**src/rtl/usb_in_ep_pkg.sv**
```systemverilog
package usb_in_ep_pkg;

  typedef enum logic [1:0] {
    HS_NONE  = 2'd0,
    HS_DATA  = 2'd1,
    HS_NAK   = 2'd2,
    HS_STALL = 2'd3
  } hs_e;

  // control/status word bit positions
  localparam int B_DONE    = 0;
  localparam int B_FLUSH   = 1;
  localparam int B_UNDER   = 2;
  localparam int B_SENT    = 3;
  localparam int B_FORCE   = 4;
  localparam int B_STALLED = 5;
  localparam int B_RSVD    = 6;
  localparam int B_SHORT   = 7;

  localparam int B_MASK    = 0;

endpackage

```
**src/rtl/usb_in_ep_regs.sv**
```systemverilog
module usb_in_ep_regs
  import usb_in_ep_pkg::*;
#(
  parameter int MAX_PKT = 8,
  parameter int CNT_W   = $clog2(MAX_PKT + 1)
) (
  input  logic             clk,
  input  logic             rst_n,
  input  logic             done_w1c,
  input  logic             under_w1c,
  input  logic             short_w1s,
  input  logic             flush_w1,
  input  logic             mask_wr,
  input  logic             mask_val,
  input  logic [CNT_W-1:0] fifo_count,
  input  logic             fifo_underrun,
  input  logic             tx_done,
  output logic             done_q,
  output logic             under_q,
  output logic             short_q,
  output logic             mask_q,
  output logic             flush_o,
  output logic             short_err_o
);

  localparam logic [CNT_W-1:0] FULL_CNT = CNT_W'(MAX_PKT);

  logic short_bad;
  logic short_ok;

  assign short_bad = short_w1s && (fifo_count == FULL_CNT);
  assign short_ok  = short_w1s && !short_bad;

  // status bits: hardware set wins over software clear
  always_ff @(posedge clk or negedge rst_n) begin
    if (!rst_n) begin
      done_q  <= 1'b0;
      under_q <= 1'b0;
    end else begin
      if (tx_done)        done_q <= 1'b1;
      else if (done_w1c)  done_q <= 1'b0;
      if (fifo_underrun)  under_q <= 1'b1;
      else if (under_w1c) under_q <= 1'b0;
    end
  end

  // short-packet flag: software sets, packet completion consumes
  always_ff @(posedge clk or negedge rst_n) begin
    if (!rst_n)        short_q <= 1'b0;
    else if (short_ok) short_q <= 1'b1;
    else if (tx_done)  short_q <= 1'b0;
  end

  always_ff @(posedge clk or negedge rst_n) begin
    if (!rst_n) begin
      flush_o     <= 1'b0;
      short_err_o <= 1'b0;
      mask_q      <= 1'b1;
    end else begin
      flush_o     <= flush_w1;
      short_err_o <= short_bad;
      if (mask_wr) mask_q <= mask_val;
    end
  end

endmodule

```
**src/rtl/usb_in_ep_stall.sv**
```systemverilog
module usb_in_ep_stall (
  input  logic clk,
  input  logic rst_n,
  input  logic force_w1s,
  input  logic sent_w1c,
  input  logic xfer_busy,
  input  logic proto_violation,
  input  logic clear_feature,
  output logic fst_q,
  output logic sst_q,
  output logic forced_q,
  output logic auto_q,
  output logic stall_any
);

  logic enter;

  // a pending force request enters the stall state once the endpoint is idle
  assign enter     = fst_q && !xfer_busy;
  assign stall_any = fst_q || forced_q || auto_q;

  always_ff @(posedge clk or negedge rst_n) begin
    if (!rst_n)         fst_q <= 1'b0;
    else if (enter)     fst_q <= 1'b0;
    else if (force_w1s) fst_q <= 1'b1;
  end

  always_ff @(posedge clk or negedge rst_n) begin
    if (!rst_n)        sst_q <= 1'b0;
    else if (enter)    sst_q <= 1'b1;
    else if (sent_w1c) sst_q <= 1'b0;
  end

  always_ff @(posedge clk or negedge rst_n) begin
    if (!rst_n) begin
      forced_q <= 1'b0;
      auto_q   <= 1'b0;
    end else begin
      if (enter)              forced_q <= 1'b1;
      else if (clear_feature) forced_q <= 1'b0;
      if (proto_violation)    auto_q <= 1'b1;
      else if (clear_feature) auto_q <= 1'b0;
    end
  end

endmodule

```
**src/rtl/usb_in_ep_hs.sv**
```systemverilog
module usb_in_ep_hs
  import usb_in_ep_pkg::*;
#(
  parameter int CNT_W = 4
) (
  input  logic             clk,
  input  logic             rst_n,
  input  logic             in_token,
  input  logic             stall_any,
  input  logic             under_q,
  input  logic             short_q,
  input  logic [CNT_W-1:0] fifo_count,
  output logic             hs_valid,
  output hs_e              hs_sel
);

  hs_e decide;

  always_comb begin
    if (stall_any)
      decide = HS_STALL;
    else if (under_q || ((fifo_count == '0) && !short_q))
      decide = HS_NAK;
    else
      decide = HS_DATA;
  end

  always_ff @(posedge clk or negedge rst_n) begin
    if (!rst_n) begin
      hs_valid <= 1'b0;
      hs_sel   <= HS_NONE;
    end else begin
      hs_valid <= in_token;
      hs_sel   <= in_token ? decide : HS_NONE;
    end
  end

endmodule

```
**src/rtl/usb_in_ep_ctrl.sv**
```systemverilog
module usb_in_ep_ctrl
  import usb_in_ep_pkg::*;
#(
  parameter int DATA_W  = 8,
  parameter int MAX_PKT = 8,
  parameter int CNT_W   = $clog2(MAX_PKT + 1)
) (
  input  logic              clk,
  input  logic              rst_n,
  input  logic              reg_wr,
  input  logic              reg_addr,
  input  logic [DATA_W-1:0] reg_wdata,
  output logic [DATA_W-1:0] reg_rdata,
  input  logic              in_token,
  input  logic              fifo_underrun,
  input  logic              tx_done,
  input  logic              proto_violation,
  input  logic              clear_feature,
  input  logic              xfer_busy,
  input  logic [CNT_W-1:0]  fifo_count,
  output logic              hs_valid,
  output logic [1:0]        hs_sel,
  output logic              fifo_flush,
  output logic              short_err,
  output logic              irq
);

  logic wr_csr, wr_msk;
  logic done_q, under_q, short_q, mask_q;
  logic fst_q, sst_q, forced_q, auto_q, stall_any;
  hs_e  hs_sel_e;
  logic unused_wbits;

  assign wr_csr = reg_wr && !reg_addr;
  assign wr_msk = reg_wr &&  reg_addr;
  assign unused_wbits = ^{reg_wdata[B_STALLED], reg_wdata[B_RSVD]};

  usb_in_ep_regs #(.MAX_PKT(MAX_PKT), .CNT_W(CNT_W)) u_regs (
    .clk          (clk),
    .rst_n        (rst_n),
    .done_w1c     (wr_csr && reg_wdata[B_DONE]),
    .under_w1c    (wr_csr && reg_wdata[B_UNDER]),
    .short_w1s    (wr_csr && reg_wdata[B_SHORT]),
    .flush_w1     (wr_csr && reg_wdata[B_FLUSH]),
    .mask_wr      (wr_msk),
    .mask_val     (reg_wdata[B_MASK]),
    .fifo_count   (fifo_count),
    .fifo_underrun(fifo_underrun),
    .tx_done      (tx_done),
    .done_q       (done_q),
    .under_q      (under_q),
    .short_q      (short_q),
    .mask_q       (mask_q),
    .flush_o      (fifo_flush),
    .short_err_o  (short_err)
  );

  usb_in_ep_stall u_stall (
    .clk            (clk),
    .rst_n          (rst_n),
    .force_w1s      (wr_csr && reg_wdata[B_FORCE]),
    .sent_w1c       (wr_csr && reg_wdata[B_SENT]),
    .xfer_busy      (xfer_busy),
    .proto_violation(proto_violation),
    .clear_feature  (clear_feature),
    .fst_q          (fst_q),
    .sst_q          (sst_q),
    .forced_q       (forced_q),
    .auto_q         (auto_q),
    .stall_any      (stall_any)
  );

  usb_in_ep_hs #(.CNT_W(CNT_W)) u_hs (
    .clk       (clk),
    .rst_n     (rst_n),
    .in_token  (in_token),
    .stall_any (stall_any),
    .under_q   (under_q),
    .short_q   (short_q),
    .fifo_count(fifo_count),
    .hs_valid  (hs_valid),
    .hs_sel    (hs_sel_e)
  );

  assign hs_sel = hs_sel_e;
  assign irq    = !mask_q && (done_q || sst_q);

  always_comb begin
    reg_rdata = '0;
    if (!reg_addr) begin
      reg_rdata[B_DONE]    = done_q;
      reg_rdata[B_UNDER]   = under_q;
      reg_rdata[B_SENT]    = sst_q;
      reg_rdata[B_FORCE]   = fst_q;
      reg_rdata[B_STALLED] = forced_q || auto_q;
      reg_rdata[B_SHORT]   = short_q;
    end else begin
      reg_rdata[B_MASK]    = mask_q;
    end
  end

endmodule

```
**config.mk**
```make
export PLATFORM = sky130hd
export DESIGN_NAME = usb_in_ep_ctrl
export DESIGN_NICKNAME = d
export VERILOG_FILES = /design/src/rtl/usb_in_ep_pkg.sv /design/src/rtl/usb_in_ep_regs.sv /design/src/rtl/usb_in_ep_stall.sv /design/src/rtl/usb_in_ep_hs.sv /design/src/rtl/usb_in_ep_ctrl.sv
export SDC_FILE = /design/constraint.sdc
export NUM_CORES = 1
export LEC_CHECK = 0
export ABC_AREA = 0
export CAP_MARGIN = 15
export CORE_MARGIN = 3
export CORE_UTILIZATION = 35
export DETAILED_ROUTE_END_ITERATION = 7
export PLACE_DENSITY = 0.86
export SLEW_MARGIN = 20
export SYNTH_ARGS = -nofsm -noshare
export SYNTH_HDL_FRONTEND = slang
export SYNTH_SLANG_ARGS = --single-unit
```
**constraint.sdc**
```tcl
create_clock -name clk -period 1.05 [get_ports clk]
set_input_delay 0.105 -clock clk [delete_from_list [all_inputs] [get_ports clk]]
set_output_delay 0.105 -clock clk [all_outputs]
set_load 0.01 [all_outputs]
```
==> results.toml, run 1 <==
[run_status]
outcome = "finished, violations left"
violations = "negative setup slack"

[power_and_ir_drop]
p_per_area_nw_per_um2 = 1180
leakagePower_nw = 0.522
ir_drop_mv = 0.808

[final_layout]
drive_above_1_share_pct = 40.0
final_area_sq_um = 1090
layout_common_cells = "clkdlybuf4s50_1, buf_4, dfrtp_1"
fillers = 98
antenna_cells = 0
fin_nets = 128
area_growth_pct = 89.8
largest_register = "u_hs.hs_sel"
final_common_cell = "clkdlybuf4s50_1"
largest_reg_flops = 2
final_cells = 120

[synth]
synthMuxAreaShare_pct = 4.58
synth-xor-area-share_pct = 0
synth_seq_cells = 13
ys_warn_count = 0
syn_inst = 53
synth_area_sq_um = 574
synthFlopType = "dfrtp_1"
synthSimpleGateAreaFrac_pct = 19.2
avgSynthCellArea_sq_um = 10.8
synth_top_family_by_area = "simple AND/OR/NAND/NOR gates"
ys_async_sr_fraction_pct = 100
synth_fa_ha_area_share_pct = 0
synth_compound_area_share_pct = 13.5
synth-edff-count = 0
synthDistinctLibCells = 22
ys_seq_area_share_pct = 56.9

[critical_path]
cp-start-kind = "flip-flop"
timing.rr.end = "u_hs.hs_sel[0]"
rrSetupSlack_ps = -130
reg2reg_from = "u_regs.short_q"
r2r_cells = 4
critical_path_required_ps = 940
cp_max_fo = 3
critPathArrivalTime_ps = 1090
criticalPathCategory = "reg -> out"
cp-end-kind = "primary output"

[sta]
holdWs_ps = 127
rsz0062_at_grt = "yes"
hold_viol_final = 0
finalMaxSlewViolations = 0
period_minus_slack_ps = 1190
worst_slack_ps = -143
fmax_mhz = 838
tns_ps = -530
fin_skew_ps = 1.19
finalCritPeriodShare_pct = 114
setup_viol = 6

[cts]
cts.sinks = 13
cts_buffers = 3
cts_tree = "built"
postCtsHoldBufs = 0
cts.htree.levels = 1
clkLatencyLatePin_ps = 270
clkTransAtPathRegs_ps = 80
cts_max_path_buffers = 2
cts_root_buf = "clkbuf_4"

[place]
dpl.hpwl_mm = 1.22
post-place-ws_ps = -477
place.gp.congestion = 0.777
portBuffers = 31
place_inst = 110
dpl_cell_area_sq_um = 982

[die]
core_area_sq_um = 1420
chipHeight_um = 46.5
dieArea_sq_um = 2160
ios = 36
start_util_pct = 40.6
rows = 13
fp.dieW_um = 46.5

[route]
vias = 600
via_per_inst = 5.00
wire_per_inst_um = 15.8
drc = 0
drt-total-wl_mm = 1.90
firstDrtPassIters = 4
drt-initial-drc-count = 15
drtAntennaViolNets = 0

[global_route]
grt_antenna_before_repair = 0
grt-ovfl-total = 0
first_global_vias = 592
grt_max_degree = 14
grt_pass1_wl_mm = 2.70
grt_use_total_pct = 18.5

[min_path]
hp-class = "in -> async"

[job]
maxCapViolCount = 0
[routing by layer]
metal | part of all wire (%) | wire, um | vias to the layer above | global-route usage (%)
met4 | 2.7 | 51 | 0 | 5.11
met5 | 0 | 0 | - | 0
li1 | - | - | 273 | -
met1 | 36 | 689 | 286 | 19.0
met3 | 8.0 | 151 | 8 | 7.03
met2 | 53 | 1000 | 33 | 34.3
[through the flow]
step	utilization [%]	power (W)
4_1_cts	72.4	0.00122
3_3_place_gp	69.4	0.000890
2_1_floorplan	-	0.000678
3_5_place_dp	69.4	0.000900
5_1_grt	77.0	0.00133
6_report	77.0	0.00128
[synth_stat cells (all sizes together) (2+ instances only)]
library cell	n	share of area [%]
mux2	2	4.6
inv	4	2.6
nor2b	2	3.5
and2b	2	2.6
o2bb2ai	2	3.1
nand2	8	5.7
dfrtp	12	52
buf	2	2.6
nor2	7	4.6
a21o	3	3.9
[final cells by class]
cell class                 instances  area, sq um  area share, %
inverter                           4         15.0           1.38
tap                               15         18.8           1.72
multi-input combinational         35          269           24.7
timing repair buffer              49          434           39.8
sequential                        13          327           30.0
clock buffer                       4         26.3           2.41
[how the worst max path moves through the flow]
| stage | slack (ps) | endpoint | cells after the start | startpoint |
|---|---|---|---|---|
| 6_report | -140 | reg_rdata[0] | 2 | u_regs.done_q |
| 5_1_grt | -180 | irq | 4 | u_regs.done_q |
| 4_1_cts | -140 | reg_rdata[0] | 2 | u_regs.mask_q |
| 3_5_place_dp | -480 | reg_rdata[3] | 4 | reg_addr |
| 3_3_place_gp | -490 | reg_rdata[7] | 4 | reg_addr |
| 2_1_floorplan | 100 | u_hs.hs_sel[0] | 3 | u_regs.short_q |
[worst max-delay path: stages, from the launching register on]
cell	delay, ps
dfrtp_1	410
mux2_4	280
buf_6	120
[where the power goes]
| part | switching, W | internal, W | total, W |
|---|---|---|---|
| clock network | 0.000168 | 0.000147 | 0.000315 |
| registers | 0.0000295 | 0.000545 | 0.000574 |
| logic | 0.000154 | 0.000238 | 0.000392 |
| total | 0.000352 | 0.000930 | 0.00128 |
[cells by family (layout without fill, tap and decap cells)]
kind of cell / count (synthesis) / after routing
muxes: 2 / 2
and+or+nand+nor: 21 / 21
AOI/OAI and AO/OA: 10 / 10
other: 1 / 2
buffers and inverters: 6 / 57
DFF: 13 / 13
[repair_timing]
item | in CTS | in global routing
setup endpoints to repair | 17 | 12
pin swaps | 2 | 4
buffers inserted | 4 | 2
gates resized for setup | 42 | 15
Note: power is estimated with default switching activity, not from simulation.
==> run 2, diff against run 1 <==
ABC_AREA = unset   (was 0)
==> results of run 2 <==
Same layout as run 1: the final DEF is identical, and so are final timing and power.
==> run 3, diff against run 2 <==
--- a/config.mk
+++ b/config.mk
@@ -10,4 +10,5 @@
 export CORE_UTILIZATION = 35
 export DETAILED_ROUTE_END_ITERATION = 7
+export GPL_TIMING_DRIVEN = 0
 export PLACE_DENSITY = 0.86
 export SLEW_MARGIN = 20
==> constraint.sdc (replaced) <==
create_clock -name clk -period 1.05 [get_ports clk]
set_input_delay 0.1575 -clock clk [delete_from_list [all_inputs] [get_ports clk]]
set_output_delay 0.1575 -clock clk [all_outputs]
set_load 0.01 [all_outputs]
==> results.toml, run 3 (same netlist as run 1, synthesis figures left out) <==
[critical_path]
r2r_cells = 4
crit_chain = "mux2_4 -> buf_6"
timing.rr.end = "u_hs.hs_sel[0]"
cp-end-kind = "primary output"
max_stage_delay_ps = 550
critPathArrivalTime_ps = 1070
critical_path_required_ps = 890
slowest_stage = "dfstp_2"
rrSetupSlack_ps = -100
cp-start-kind = "flip-flop"
cp_max_fo = 3
reg2reg_from = "u_regs.short_q"
criticalPathCategory = "reg -> out"

[route]
firstDrtPassIters = 4
drt-initial-drc-count = 14
drt-total-wl_mm = 1.66
vias = 566
wire_per_inst_um = 14.5
via_per_inst = 4.92
drtAntennaViolNets = 0
drc = 0

[sta]
fmax_mhz = 811
hold_viol_final = 0
worstMarginPinSlew_ps = 562
tns_ps = -920
finalCritPeriodShare_pct = 117
worst_slack_ps = -182
finalMaxSlewViolations = 0
fin_skew_ps = 7.82
timing.slew.headroom_pct = 62.4
rsz0062_at_grt = "yes"
setup_viol = 8
period_minus_slack_ps = 1230

[final_layout]
final_area_sq_um = 990
final_cells = 115
antenna_cells = 0
area_growth_pct = 72.3
layout_common_cells = "clkdlybuf4s50_1, dfrtp_1, buf_4"
drive_above_1_share_pct = 39.0
largest_register = "u_hs.hs_sel"
fillers = 103
largest_reg_flops = 2
final_common_cell = "clkdlybuf4s50_1"
post-route-util_pct = 69.9
fin_nets = 123

[global_route]
grt_use_total_pct = 18.4
grt_antenna_before_repair = 0
first_global_vias = 596
grt_pass1_wl_mm = 2.59
grt_max_degree = 14
grt-ovfl-total = 0

[place]
dpl.hpwl_mm = 1.08
portBuffers = 31
place_inst = 100
place.gp.congestion = 0.744
dpl_cell_area_sq_um = 907

[die]
fp.dieW_um = 46.5
dieArea_sq_um = 2160
chipHeight_um = 46.5
ios = 36
start_util_pct = 40.6
rows = 13
core_area_sq_um = 1420

[cts]
cts.htree.levels = 1
cts.sinks = 13
clkTransAtPathRegs_ps = 80
postCtsHoldBufs = 0
cts_max_path_buffers = 2
cts_buffers = 3
cts_root_buf = "clkbuf_4"
clkLatencyLatePin_ps = 290
cts_tree = "built"

[run_status]
violations = "negative setup slack"
outcome = "finished, violations left"

[min_path]
hp-class = "in -> async"

[power_and_ir_drop]
ir_drop_mv = 0.692
leakagePower_nw = 0.483
p_per_area_nw_per_um2 = 1230

[job]
maxCapViolCount = 0
[run 3: where the power goes]
group	internal [W]	switching (W)	leakage, nW
Clock	0.000148	0.000175	0.0150
Sequential	0.000544	0.0000295	0.155
Combinational	0.000196	0.000127	0.314
[run 3: final cells by class]
class,count,area (sq um),share of cell area [%]
clock buffers,4,26.3,2.65
flip-flops and latches,13,327,33.0
repair buffers,42,347,35.0
inverters,4,15.0,1.52
well taps,15,18.8,1.90
plain buffers,2,15.0,1.52
multi-input cells,35,241,24.4
[run 3: per-stage QoR]
| stage | setup slack (ps) | power (W) | hold slack, ps |
|---|---|---|---|
| global route | -236 | 0.00129 | 258 |
| CTS | -180 | 0.00121 | 250 |
| detailed placement | -826 | 0.000856 | 486 |
| global placement | -822 | 0.000850 | 477 |
| floorplan | 101 | 0.000678 | -138 |
| finish | -182 | 0.00122 | 223 |
[run 3: per-layer routing]
layer	part of all wire [%]	global-route usage, %
met1	35	17.0
met2	53	32.4
met3	8.7	8.98
met4	3.2	10.2
met5	0	0
[run 3: repair_timing]
item	4_1_cts	5_1_grt
resized for setup	49	9
pin swaps	3	1
buffers inserted	12	1
setup endpoints to repair	16	14
[run 3: worst max-delay path by stage]
stage | cells after the start | startpoint | to | slack (ps)
detailed placement | 3 | reg_addr | reg_rdata[0] | -830
finish | 2 | u_regs.mask_q | reg_rdata[0] | -180
global route | 4 | u_regs.done_q | irq | -240
global placement | 3 | reg_addr | reg_rdata[0] | -820
floorplan | 3 | u_regs.short_q | u_hs.hs_sel[0] | 100
CTS | 2 | u_regs.mask_q | reg_rdata[0] | -180
[run 3: worst max-delay path, delay by kind of cell, from the launching register on]
kind | cells | cell delay (ps)
buffers and inverters | 1 | 90
muxes | 1 | 150
DFF | 1 | 550
